## src/rtl/seg_bus_pkg.sv

```systemverilog
package seg_bus_pkg;
  localparam int SEG_W  = 16;
  localparam int WORD_W = 64;
  localparam int ADDR_W = 12;
  localparam int N_SEG  = WORD_W / SEG_W;
  localparam int SEG_IW = $clog2(N_SEG);

  typedef enum logic [1:0] {RES_CMP = 2'd0, RES_MSK1 = 2'd1, RES_MSK2 = 2'd2, RES_MEM = 2'd3} res_e;
  typedef enum logic [2:0] {
    OVR_CTRL = 3'd0, OVR_PAGE = 3'd1, OVR_SEG = 3'd2,
    OVR_ADDR = 3'd3, OVR_FREE = 3'd4, OVR_DSEL = 3'd5
  } ovr_e;
  typedef enum logic [3:0] {
    OP_NOP = 4'd0, OP_OVR = 4'd1, OP_SRC = 4'd2, OP_DST = 4'd3,
    OP_SET = 4'd4, OP_MOVE = 4'd5, OP_CMP = 4'd6
  } op_e;

  typedef struct packed {
    logic [14:0]       ctrl;
    logic [SEG_IW-1:0] sseg;
    logic [SEG_IW-1:0] dseg;
    logic [ADDR_W-1:0] addr;
    logic [WORD_W-1:0] msk1;
    res_e              src;
    res_e              dst;
  } cfg_t;
endpackage

```

## src/rtl/seg_strobe_sync.sv

```systemverilog
module seg_strobe_sync #(
  parameter int STAGES = 2
) (
  input  logic clk_i,
  input  logic rst_ni,
  input  logic strobe_ni,
  output logic fall_o,
  output logic rise_o
);
  logic [STAGES:0] sh_q;

  always_ff @(posedge clk_i or negedge rst_ni) begin
    if (!rst_ni) sh_q <= '1;
    else         sh_q <= {sh_q[STAGES-1:0], strobe_ni};
  end

  assign fall_o = sh_q[STAGES] & ~sh_q[STAGES-1];
  assign rise_o = ~sh_q[STAGES] & sh_q[STAGES-1];
endmodule

```

## src/rtl/seg_cmd_decode.sv

```systemverilog
module seg_cmd_decode
  import seg_bus_pkg::*;
(
  input  logic [SEG_W-1:0] instr_i,
  output op_e              op_o,
  output logic             aflag_o,
  output ovr_e             ovr_o,
  output logic             ovr_ok_o,
  output res_e             res_o,
  output logic             set_bg_o
);
  always_comb begin
    op_o     = (instr_i[15:12] <= 4'd6) ? op_e'(instr_i[15:12]) : OP_NOP;
    aflag_o  = instr_i[11];
    ovr_o    = ovr_e'(instr_i[2:0]);
    ovr_ok_o = instr_i[2:0] <= 3'd5;
    res_o    = res_e'(instr_i[1:0]);
    set_bg_o = instr_i[0];
  end
endmodule

```

## src/rtl/seg_word_mem.sv

```systemverilog
module seg_word_mem #(
  parameter int DEPTH = 16,
  parameter int W     = 64,
  parameter int SW    = 16,
  parameter int SIW   = 2,
  parameter int IW    = $clog2(DEPTH)
) (
  input  logic          clk_i,
  input  logic          rst_ni,
  input  logic          seg_we_i,
  input  logic          word_we_i,
  input  logic [IW-1:0] widx_i,
  input  logic [SIW-1:0] seg_i,
  input  logic [SW-1:0] seg_data_i,
  input  logic [W-1:0]  word_data_i,
  input  logic [IW-1:0] ridx_i,
  output logic [W-1:0]  rdata_o
);
  logic [W-1:0] mem_q [DEPTH];

  always_ff @(posedge clk_i or negedge rst_ni) begin
    if (!rst_ni) begin
      for (int i = 0; i < DEPTH; i++) mem_q[i] <= '0;
    end else if (word_we_i) begin
      mem_q[widx_i] <= word_data_i;
    end else if (seg_we_i) begin
      mem_q[widx_i][seg_i*SW +: SW] <= seg_data_i;
    end
  end

  assign rdata_o = mem_q[ridx_i];
endmodule

```

## src/rtl/seg_bus_ctrl.sv

```systemverilog
module seg_bus_ctrl
  import seg_bus_pkg::*;
#(
  parameter int MEM_DEPTH = 16
) (
  input  logic             clk_i,
  input  logic             rst_ni,
  input  logic             strobe_ni,
  input  logic             wr_ni,
  input  logic             cmd_ni,
  input  logic [SEG_W-1:0] dq_i,
  output logic [SEG_W-1:0] dq_o,
  output logic             dq_oe_o,
  output logic             compare_o
);
  localparam int MIW = $clog2(MEM_DEPTH);
  localparam logic [SEG_IW-1:0] LAST_SEG = SEG_IW'(N_SEG - 1);
  localparam cfg_t CFG_RST = '{ctrl: '0, sseg: '0, dseg: '0, addr: '0, msk1: '0,
                               src: RES_CMP, dst: RES_CMP};

  logic fall_p, rise_p;
  op_e  dec_op;
  logic dec_aflag, dec_ovr_ok, dec_bg;
  ovr_e dec_ovr;
  res_e dec_res;

  cfg_t              cfg_q [2];
  cfg_t              act;
  logic              bg_q, tco_v_q, tco_use_q, pend_q, rd_en_q, cmp_q_p;
  ovr_e              tco_sel_q;
  logic [1:0]        cyc_q;
  logic [WORD_W-1:0] cmp_q, msk2_q, mem_rd, src_word;
  logic [SEG_W-1:0]  page_q, free_q, dsel_q, ovr_rd, status;
  logic              mv_direct, mv_pend, mem_seg_we;
  logic [1:0]        cyc;

  seg_strobe_sync #(.STAGES(2)) i_sync (
    .clk_i(clk_i), .rst_ni(rst_ni), .strobe_ni(strobe_ni), .fall_o(fall_p), .rise_o(rise_p)
  );

  seg_cmd_decode i_dec (
    .instr_i(dq_i), .op_o(dec_op), .aflag_o(dec_aflag), .ovr_o(dec_ovr),
    .ovr_ok_o(dec_ovr_ok), .res_o(dec_res), .set_bg_o(dec_bg)
  );

  function automatic logic [WORD_W-1:0] put_seg(logic [WORD_W-1:0] w, logic [SEG_IW-1:0] s,
                                                logic [SEG_W-1:0] d);
    logic [WORD_W-1:0] r;
    r = w;
    r[s*SEG_W +: SEG_W] = d;
    return r;
  endfunction

  function automatic logic [ADDR_W-1:0] step_addr(logic [ADDR_W-1:0] a, logic [1:0] mode);
    case (mode)
      2'b01:   return a + 1'b1;
      2'b10:   return a - 1'b1;
      default: return a;
    endcase
  endfunction

  assign act = cfg_q[bg_q];
  assign cyc = {wr_ni, cmd_ni};

  // memory port: segment writes from the bus, whole-word moves from the comparand
  assign mem_seg_we = fall_p && cyc == 2'b01 && act.dst == RES_MEM;
  assign mv_pend    = fall_p && cyc == 2'b00 && !tco_v_q && pend_q;
  assign mv_direct  = fall_p && cyc == 2'b00 && !tco_v_q && !pend_q &&
                      dec_op == OP_MOVE && !dec_aflag;

  seg_word_mem #(.DEPTH(MEM_DEPTH), .W(WORD_W), .SW(SEG_W), .SIW(SEG_IW), .IW(MIW)) i_mem (
    .clk_i(clk_i), .rst_ni(rst_ni),
    .seg_we_i(mem_seg_we), .word_we_i(mv_direct || mv_pend),
    .widx_i(mv_pend ? dq_i[MIW-1:0] : act.addr[MIW-1:0]),
    .seg_i(act.dseg), .seg_data_i(dq_i), .word_data_i(cmp_q),
    .ridx_i(act.addr[MIW-1:0]), .rdata_o(mem_rd)
  );

  always_comb begin
    case (tco_sel_q)
      OVR_CTRL: ovr_rd = {1'b0, act.ctrl};
      OVR_PAGE: ovr_rd = page_q;
      OVR_SEG:  ovr_rd = SEG_W'({act.sseg, act.dseg});
      OVR_ADDR: ovr_rd = SEG_W'(act.addr);
      OVR_FREE: ovr_rd = free_q;
      OVR_DSEL: ovr_rd = dsel_q;
      default:  ovr_rd = '0;
    endcase
    case (act.src)
      RES_CMP:  src_word = cmp_q;
      RES_MSK1: src_word = act.msk1;
      RES_MSK2: src_word = msk2_q;
      default:  src_word = mem_rd;
    endcase
    status = {bg_q, pend_q, 2'b00, act.addr};
    if (!rd_en_q)      dq_o = '0;
    else if (cyc_q[0]) dq_o = src_word[act.sseg*SEG_W +: SEG_W];
    else if (tco_v_q)  dq_o = ovr_rd;
    else               dq_o = status;
  end

  assign dq_oe_o   = rd_en_q;
  assign compare_o = cmp_q_p;

  always_ff @(posedge clk_i or negedge rst_ni) begin
    if (!rst_ni) begin
      cfg_q[0] <= CFG_RST;
      cfg_q[1] <= CFG_RST;
      bg_q     <= 1'b0;
      tco_v_q  <= 1'b0;
      tco_use_q <= 1'b0;
      tco_sel_q <= OVR_CTRL;
      pend_q   <= 1'b0;
      rd_en_q  <= 1'b0;
      cyc_q    <= 2'b10;
      cmp_q_p  <= 1'b0;
      cmp_q    <= '0;
      msk2_q   <= '0;
      page_q   <= '0;
      free_q   <= '0;
      dsel_q   <= '0;
    end else begin
      cmp_q_p <= 1'b0;
      if (fall_p) begin
        cyc_q   <= cyc;
        rd_en_q <= wr_ni;
        case (cyc)
          2'b00: begin
            if (tco_v_q) begin
              tco_use_q <= 1'b1;
              case (tco_sel_q)
                OVR_CTRL: begin
                  if (!dq_i[15]) begin
                    cfg_q[0]  <= CFG_RST;
                    cfg_q[1]  <= CFG_RST;
                    bg_q      <= 1'b0;
                    pend_q    <= 1'b0;
                    tco_v_q   <= 1'b0;
                    tco_use_q <= 1'b0;
                  end else begin
                    cfg_q[bg_q].ctrl <= dq_i[14:0];
                    cmp_q_p <= 1'b1;
                  end
                end
                OVR_PAGE: page_q <= dq_i;
                OVR_SEG: begin
                  cfg_q[bg_q].dseg <= dq_i[SEG_IW-1:0];
                  cfg_q[bg_q].sseg <= dq_i[2*SEG_IW-1:SEG_IW];
                end
                OVR_ADDR: cfg_q[bg_q].addr <= dq_i[ADDR_W-1:0];
                OVR_FREE: free_q <= dq_i;
                OVR_DSEL: dsel_q <= dq_i;
                default: ;
              endcase
            end else if (pend_q) begin
              pend_q <= 1'b0;
              cfg_q[bg_q].addr <= step_addr(dq_i[ADDR_W-1:0], act.ctrl[3:2]);
            end else begin
              case (dec_op)
                OP_OVR: if (dec_ovr_ok) begin
                  tco_v_q   <= 1'b1;
                  tco_sel_q <= dec_ovr;
                  tco_use_q <= 1'b0;
                end
                OP_SRC:  cfg_q[bg_q].src <= dec_res;
                OP_DST:  cfg_q[bg_q].dst <= dec_res;
                OP_SET:  bg_q <= dec_bg;
                OP_MOVE: begin
                  if (dec_aflag) pend_q <= 1'b1;
                  else cfg_q[bg_q].addr <= step_addr(act.addr, act.ctrl[3:2]);
                end
                OP_CMP:  cmp_q_p <= 1'b1;
                default: ;
              endcase
            end
          end
          2'b01: begin
            case (act.dst)
              RES_CMP:  cmp_q  <= put_seg(cmp_q, act.dseg, dq_i);
              RES_MSK1: cfg_q[bg_q].msk1 <= put_seg(act.msk1, act.dseg, dq_i);
              RES_MSK2: msk2_q <= put_seg(msk2_q, act.dseg, dq_i);
              default: if (act.dseg == LAST_SEG)
                cfg_q[bg_q].addr <= step_addr(act.addr, act.ctrl[3:2]);
            endcase
            if (act.dst != RES_MEM && act.dseg == LAST_SEG) cmp_q_p <= 1'b1;
          end
          2'b10: if (tco_v_q) tco_use_q <= 1'b1;
          default: ;
        endcase
      end else if (rise_p) begin
        rd_en_q <= 1'b0;
        if (tco_use_q) begin
          tco_v_q   <= 1'b0;
          tco_use_q <= 1'b0;
        end
        if (cyc_q == 2'b01) cfg_q[bg_q].dseg <= act.dseg + 1'b1;
        if (cyc_q == 2'b11) begin
          cfg_q[bg_q].sseg <= act.sseg + 1'b1;
          if (act.src == RES_MEM && act.sseg == LAST_SEG)
            cfg_q[bg_q].addr <= step_addr(act.addr, act.ctrl[3:2]);
        end
      end
    end
  end


  oe_after_fall_chk: assert property (@(posedge clk_i) disable iff (!rst_ni)
    $rose(dq_oe_o) |-> $past(fall_p));

  cmp_after_fall_chk: assert property (@(posedge clk_i) disable iff (!rst_ni)
    compare_o |-> $past(fall_p));

  cmp_single_chk: assert property (@(posedge clk_i) disable iff (!rst_ni)
    compare_o |=> !compare_o);

  ovr_oneshot_chk: assert property (@(posedge clk_i) disable iff (!rst_ni)
    (rise_p && tco_use_q) |=> !tco_v_q);

  pend_clear_chk: assert property (@(posedge clk_i) disable iff (!rst_ni)
    $fell(pend_q) |-> $past(fall_p));

  set_change_chk: assert property (@(posedge clk_i) disable iff (!rst_ni)
    !$stable(bg_q) |-> $past(fall_p));

  seg_edge_chk: assert property (@(posedge clk_i) disable iff (!rst_ni)
    !$stable(cfg_q[0].dseg) |-> $past(fall_p || rise_p));
endmodule

```

## config.mk

```make
export PLATFORM = sky130hd
export DESIGN_NAME = seg_bus_ctrl
export DESIGN_NICKNAME = d
export VERILOG_FILES = /design/src/rtl/seg_bus_pkg.sv /design/src/rtl/seg_strobe_sync.sv /design/src/rtl/seg_cmd_decode.sv /design/src/rtl/seg_word_mem.sv /design/src/rtl/seg_bus_ctrl.sv
export SDC_FILE = /design/constraint.sdc
export NUM_CORES = 2
export LEC_CHECK = 0
export BUFFER_PORTS_ARGS = -buffer_cell sky130_fd_sc_hd__buf_2
export CAP_MARGIN = 15
export CORE_MARGIN = 2
export CORE_UTILIZATION = 30
export DETAILED_ROUTE_END_ITERATION = 6
export HOLD_SLACK_MARGIN = 0.15
export PLACE_DENSITY = 0.41
export SKIP_LAST_GASP = 1
export SLEW_MARGIN = 20
export SYNTH_ARGS = -nofsm -noshare
export SYNTH_HDL_FRONTEND = slang
export SYNTH_HIERARCHICAL = 1
export SYNTH_SLANG_ARGS = --single-unit
```

## constraint.sdc

```tcl
create_clock -name clk_i -period 4.9 [get_ports clk_i]
set_input_delay 0.49 -clock clk_i [delete_from_list [all_inputs] [get_ports clk_i]]
set_output_delay 0.49 -clock clk_i [all_outputs]
set_load 0.005 [all_outputs]
```

## Yosys cells after proc, flatten, opt, wreduce, memory -nomap -nowiden

Cells that the tools add are included.

| operators by class | value |
|---|---|
| shift operators | 3 |
| reductions and logical operators | 37 |
| bitwise gates (word level) | 9 |
| multiplexer cells | 122 |
| add/subtract/negate cells | 7 |
| $lt $le $gt $ge | 7 |
| eq/ne operators | 41 |

Operators with widths:

| operator | count |
|---|---|
| $bwmux W198 | 13 |
| $mux W198 | 12 |
| $bwmux W1024 | 2 |
| $mux W1024 | 2 |
| $pmux W198 S3 | 2 |
| $pmux W198 S2 | 2 |
| $demux W99 S1 | 7 |
| $demux W64 S4 | 2 |
| $mux W99 | 4 |
| $bmux W64 S4 | 1 |
| $mux W64 | 4 |
| $mux W12 | 18 |
| $bwmux W64 | 3 |
| $pmux W64 S3 | 1 |
| $pmux W16 S6 | 1 |
| $mux W84 | 1 |
| $mux W82 | 1 |
| $mux W80 | 1 |
| $mux W68 | 1 |
| $shift A16 B34 Y64 const A | 1 |
| $shiftx A16 B34 Y64 | 1 |
| $shiftx A64 B7 Y16 | 1 |
| $mux W16 | 3 |
| $pmux W12 S2 | 2 |
| 48 further kinds | 140 |

| storage, ports and cells | value |
|---|---|
| register bits after elaboration | 1,412 |
| word-level logic and storage cells | 270 |
| output and inout port bits | 18 |
| input port bits | 21 |

## Depth between registers and ports, before layout

| logic depth | value |
|---|---|
| depth in word-level cells | 19 |
| depth in mapped cells | 20 |
| depth with buffers taken out | 14 |

## Hierarchy

Netlist, hierarchy kept.

By module, submodules not included:

| module | seq. area each (um^2) | cells an instance | area an instance (um^2) | instances |
|---|---|---|---|---|
| seg_word_mem | 25,624.6 | 2,994 | 47,805.8 | 1 |
| seg_bus_ctrl | 9,635.5 | 2,445 | 22,436.5 | 1 |
| seg_cmd_decode | 0.0 | 16 | 101.3 | 1 |
| seg_strobe_sync | 78.8 | 5 | 93.8 | 1 |

## Worst setup path after synthesis

OpenSTA, ideal clock, no wires.

| timing | value |
|---|---|
| kind | register to register |
| start | register bg_q |
| end | register cfg_q[173] (netlist name) |
| path slack | 0.982 ns |
| arrival time | 3.792 ns |
| stages on the path, launching flop included | 21 |
| data required time | 4.774 ns |
| clock period less this slack | 3.918 ns |
| setup time | 0.126 ns |
| buffers on the path | 7 |
| cell sequence | dfrtp_1 buf_6 buf_6 buf_4 buf_6 mux2_4 inv_1 ha_1 buf_6 buf_6 buf_2 xor2_1 ha_1 and3b_1 o21ai_0 nand4_1 a31oi_1 o22ai_1 a22oi_1 o211ai_1 a221o_1 |

| between the ends | value |
|---|---|
| longest elaborated chain between the ends | 19 |
| elaborated cells between the ends (all ways) | 79 |
| those cells by class | 2 x add/sub; 2 x order compare; 9 x eq/ne; 60 x mux; 1 x bitwise; 5 x reduce/logical |

RTL lines:

| what | line | source |
|---|---|---|
| start: declaration | seg_bus_ctrl.sv:29 | `logic bg_q, tco_v_q, tco_use_q, pend_q, rd_en_q, cmp_q_p;` |
| start signal: assignment | seg_bus_ctrl.sv:167 | `OP_SET: bg_q <= dec_bg;` |
| $not A1 Y2 (not written as such) * | - |  |
| $mux W99 (not written as such) (3 in series) | seg_bus_ctrl.sv:62 | `assign act = cfg_q[bg_q];` |
| $sub A12 B1 Y12 (tied with other cells) | seg_bus_ctrl.sv:57 | `2'b10: return a - 1'b1;` |
| $pmux W12 S2 | seg_bus_ctrl.sv:55 | `case (mode)` |
| $mux W12 | seg_bus_ctrl.sv:169 | `if (dec_aflag) pend_q <= 1'b1;` |
| $mux W12 | seg_bus_ctrl.sv:159 | `case (dec_op)` |
| $mux W12 | seg_bus_ctrl.sv:155 | `end else if (pend_q) begin` |
| $mux W12 | seg_bus_ctrl.sv:129 | `if (tco_v_q) begin` |
| $mux W12 | seg_bus_ctrl.sv:127 | `case (cyc)` |
| $mux W12 | seg_bus_ctrl.sv:124 | `if (fall_p) begin` |
| $bwmux W198 | seg_bus_ctrl.sv:170 | `else cfg_q[bg_q].addr <= step_addr(act.addr, act.ctrl[3:2]);` |
| $mux W198 | seg_bus_ctrl.sv:169 |  |
| $pmux W198 S3 | seg_bus_ctrl.sv:159 |  |
| $mux W198 | seg_bus_ctrl.sv:155 |  |
| $mux W198 | seg_bus_ctrl.sv:129 |  |
| $pmux W198 S2 | seg_bus_ctrl.sv:127 |  |
| $mux W198 | seg_bus_ctrl.sv:124 |  |
| end: declaration | seg_bus_ctrl.sv:27 | `cfg_t cfg_q [2];` |

Mark *: on every way between the ends. The rest lies on a longest branch, timed or not. The select of a mux whose other input is x is not followed.
A chain may end at the register's enable or synchronous reset.

==> metrics.cfg <==
[floorplan]
die_h_um=489
coreArea_mm2=0.233
ioPinCount=39
fp.dieArea_mm2=0.239
die_w_um=489
rows=177
start_util_pct=30.2

[routing]
vias=47800
drt_wl_total_mm=258
viasPerCell=5.43
routedWlPerCell_um=29.3
ant_nets=0
drt_iter0_markers=3844
first_pass_iters=5
drc_errors=0

[logic_synthesis]
synth-edff-count=0
synthesis.nets=5502
yosysMostFrequentCell=dfrtp_1
synthTopCellsByCount=1408 x dfrtp_1, 1048 x mux2_2, 468 x nand2_1
syn_avg_cell_area_um2=12.9
ys_seq_area_share_pct=50.2
synth_area_mm2=0.0704
ys_warn_count=6
yosysTopAreaCell=dfrtp_1
ys_types=111
async_flop_share_pct=100
yosys.area.top_type_share_pct=50.0
synth_seq_cells=1412
yosys_most_used_dff=dfrtp_1
synthTopCellsByArea=dfrtp_1 50%, mux2_2 17%, mux4_2 8.4%
netlist_instances=5460

[pwr]
p_clk_share_pct=41.8
p_int_uw=21000
leakage_uw=0.0376
swShare_pct=31.9
total_power_uw=30900
comb_power_share_pct=18.8
p_sw_uw=9840
power.density_mw_per_mm2=377
peakVddDrop_uv=377
sequentialPowerShare_pct=39.4

[critical_path]
required_ns=4.41
cp.depth=13
crit_family=simple AND/OR/NAND/NOR gates
crit_chain=nand2b_4 -> nand2_8 -> buf_16 -> buf_16 -> mux4_2 -> a22oi_1 -> nand2_1 -> nand2_1 -> nand3_2 -> nand3_2 -> o211ai_1 -> and3_2 -> buf_2
cp_data_arrival_time_ns=4.32
crit_buf_inv=3
slowest_delay_ns=0.54
critPathMaxFanout=19
path_class=register to output port
cp-start-kind=register
slowest_stage=dfrtp_4
reg2reg_depth=14
cp-end-kind=output port

[grt]
grt_max_degree=149
grt_pass1_vias=49500
grt_pass1_wl_mm=374
antenna_found_initial=9
grt_usage_pct=21.6
grt.overflow.total=0

[timing]
hold_violations=0
grt_setup_unrepaired=true
slew_violations=0
final-setup-viol-count=0
fmax_mhz=208
tightest_slew_ns=1.14
slew_headroom_pct=23.8
fin_hold_ws_ns=0.227
min_period_ns=4.81
fin_skew_ns=0.0585
period_share_pct=98.2

[flow_run]
maxCapViolations=0

[hold_path]
hold_path.class=input port to register
whs_path_depth=3

[clocking]
cts-root-buf=clkbuf_16
cts_sinks=1412
cts_max_level=4
clk_latency_ns=0.86
clkTransAtPathRegs_ns=0.06
cts_buffers=171
clockBufferDepth=3
cts_tree=built

[place]
dp_hpwl_mm=160
place_congestion=0.885
io_buffers=38

[status]
outcome=complete, no violations

[finish]
nets=5571
drive_above_1_share_pct=38.9
areaGrowthSynthToFinish_pct=16.1

## final timing paths
| check | from | end | slack [ns] |
|---|---|---|---|
| setup / recovery | bg_q | dq_o[0] | 0.09 |
| hold / removal | dq_i[15] | tco_v_q | 0.23 |
| setup reg to reg | bg_q | cfg_q[37] | 0.59 |
| hold reg to reg | i_sync/sh_q[0] | i_sync/sh_q[1] | 0.36 |
| max in group asynchronous | rst_ni | i_mem/mem_q[503] | 3.29 |
| min in group asynchronous | rst_ni | i_mem/mem_q[138] | 0.29 |
## power by group through the flow
stage | combinational [µW] | sequential (µW) | clock (µW)
6_report | 5810 | 12200 | 12900
5_1_grt | 6140 | 12200 | 13800
4_1_cts | 5720 | 12200 | 13200
3_5_place_dp | 5530 | 12400 | 0
3_3_place_gp | 5510 | 12400 | 0
2_1_floorplan | 2820 | 12200 | 0
## final cells by class
cell class,count,area (µm²)
Timing Repair Buffer,388,3720
Clock buffer,261,5060
Antenna cell,3,7.51
Fill cell,22800,151000
Clock inverter,44,598
Sequential cell,1412,35300
Multi-Input combinational cell,3506,32900
Inverter,50,193
Tap cell,3132,3920
## through the flow
step / utilization, % / cell area (µm²) / TNS (ns) / setup WS, ns / cells
2_1_floorplan: - / 70400 / 0 / 0.982 / 5460
3_3_place_gp: 32.1 / 74900 / 0 / 0.252 / 8431
3_5_place_dp: 32.1 / 74900 / 0 / 0.220 / 8431
4_1_cts: 35.0 / 81500 / -0.00764 / -0.00764 / 8781
5_1_grt: 35.1 / 81800 / -0.0579 / -0.0310 / 8794
6_report: 35.1 / 81800 / 0 / 0.0858 / 8796
## cell families after synthesis
kind of cell               count (synthesis)  synth area share, %
AOI/OAI and AO/OA                       1017                 11.0
xor gates and xnor gates                  22                0.284
adders and majority gates                 21                0.373
buffers and inverters                    545                 3.99
DFF                                     1412                 50.2
muxes                                   1446                 27.2
other                                      1              0.00532
and+or+nand+nor                          996                 6.95
## flip-flops by register name (all words and copies together) (netlist names)
signal       flops
cfg_q          198
dq_oe_o          1
i_mem/mem_q   1024
i_sync/sh_q      3
free_q          16
compare_o        1
bg_q             1
tco_sel_q        3
tco_use_q        1
cyc_q            2
dsel_q          16
cmp_q           64
page_q          16
pend_q           1
msk2_q          64
tco_v_q          1
## layer usage
metal  up-vias  GRT usage [%]  share of wire (%)
li1      20600              -                  -
met1     25700           30.7                 47
met2      1242           33.9                 46
met3       331           3.50                5.1
met4         4           5.82                2.7
met5         -              0             0.0089
## what timing repair did
action,CTS,global route
cloned,9,1
endpoints found under the setup margin,16,16
setup buffers,25,11
gates resized for setup,77,28
endpoints found under the hold margin,99,0
hold buffers,11,0
pin swaps,4,5
## worst reg2reg max path, stage by stage, from the launching register on
cell and delay (ns):
dfrtp_4 0.49, buf_12 0.12, buf_16 0.25, mux2i_1 0.53
inv_1 0.32, ha_1 0.32, nand2b_1 0.15, o2bb2ai_1 0.15
o221ai_2 0.35, nor2_2 0.10, nand2_1 0.11, a211oi_2 0.07
nand2_2 0.08, buf_4 0.77, a22o_1 0.37
## cells in the final DEF, fill, tap and decap left out, types with 19 or more instances in the layout
master	n
clkbuf_1	49
nand2_2	47
a31oi_1	19
clkbuf_16	175
nand2_1	456
nor2_2	21
mux2i_1	69
mux2_1	58
clkinv_2	22
buf_2	37
a211oi_1	58
a22o_1	170
o211ai_1	24
o21ai_0	210
o22ai_1	24
buf_12	39
inv_1	48
nor2_1	167
nor3_1	42
nand3_2	21
a22oi_1	149
a21oi_1	95
mux4_2	262
buf_4	276
clkbuf_8	38
nand3_1	62
ha_1	20
a221o_1	22
a221oi_1	21
mux2_2	1046
dfrtp_1	1405
nor2b_1	24
o31ai_2	33
a32o_1	58
Power figures use the tool's default switching activity.
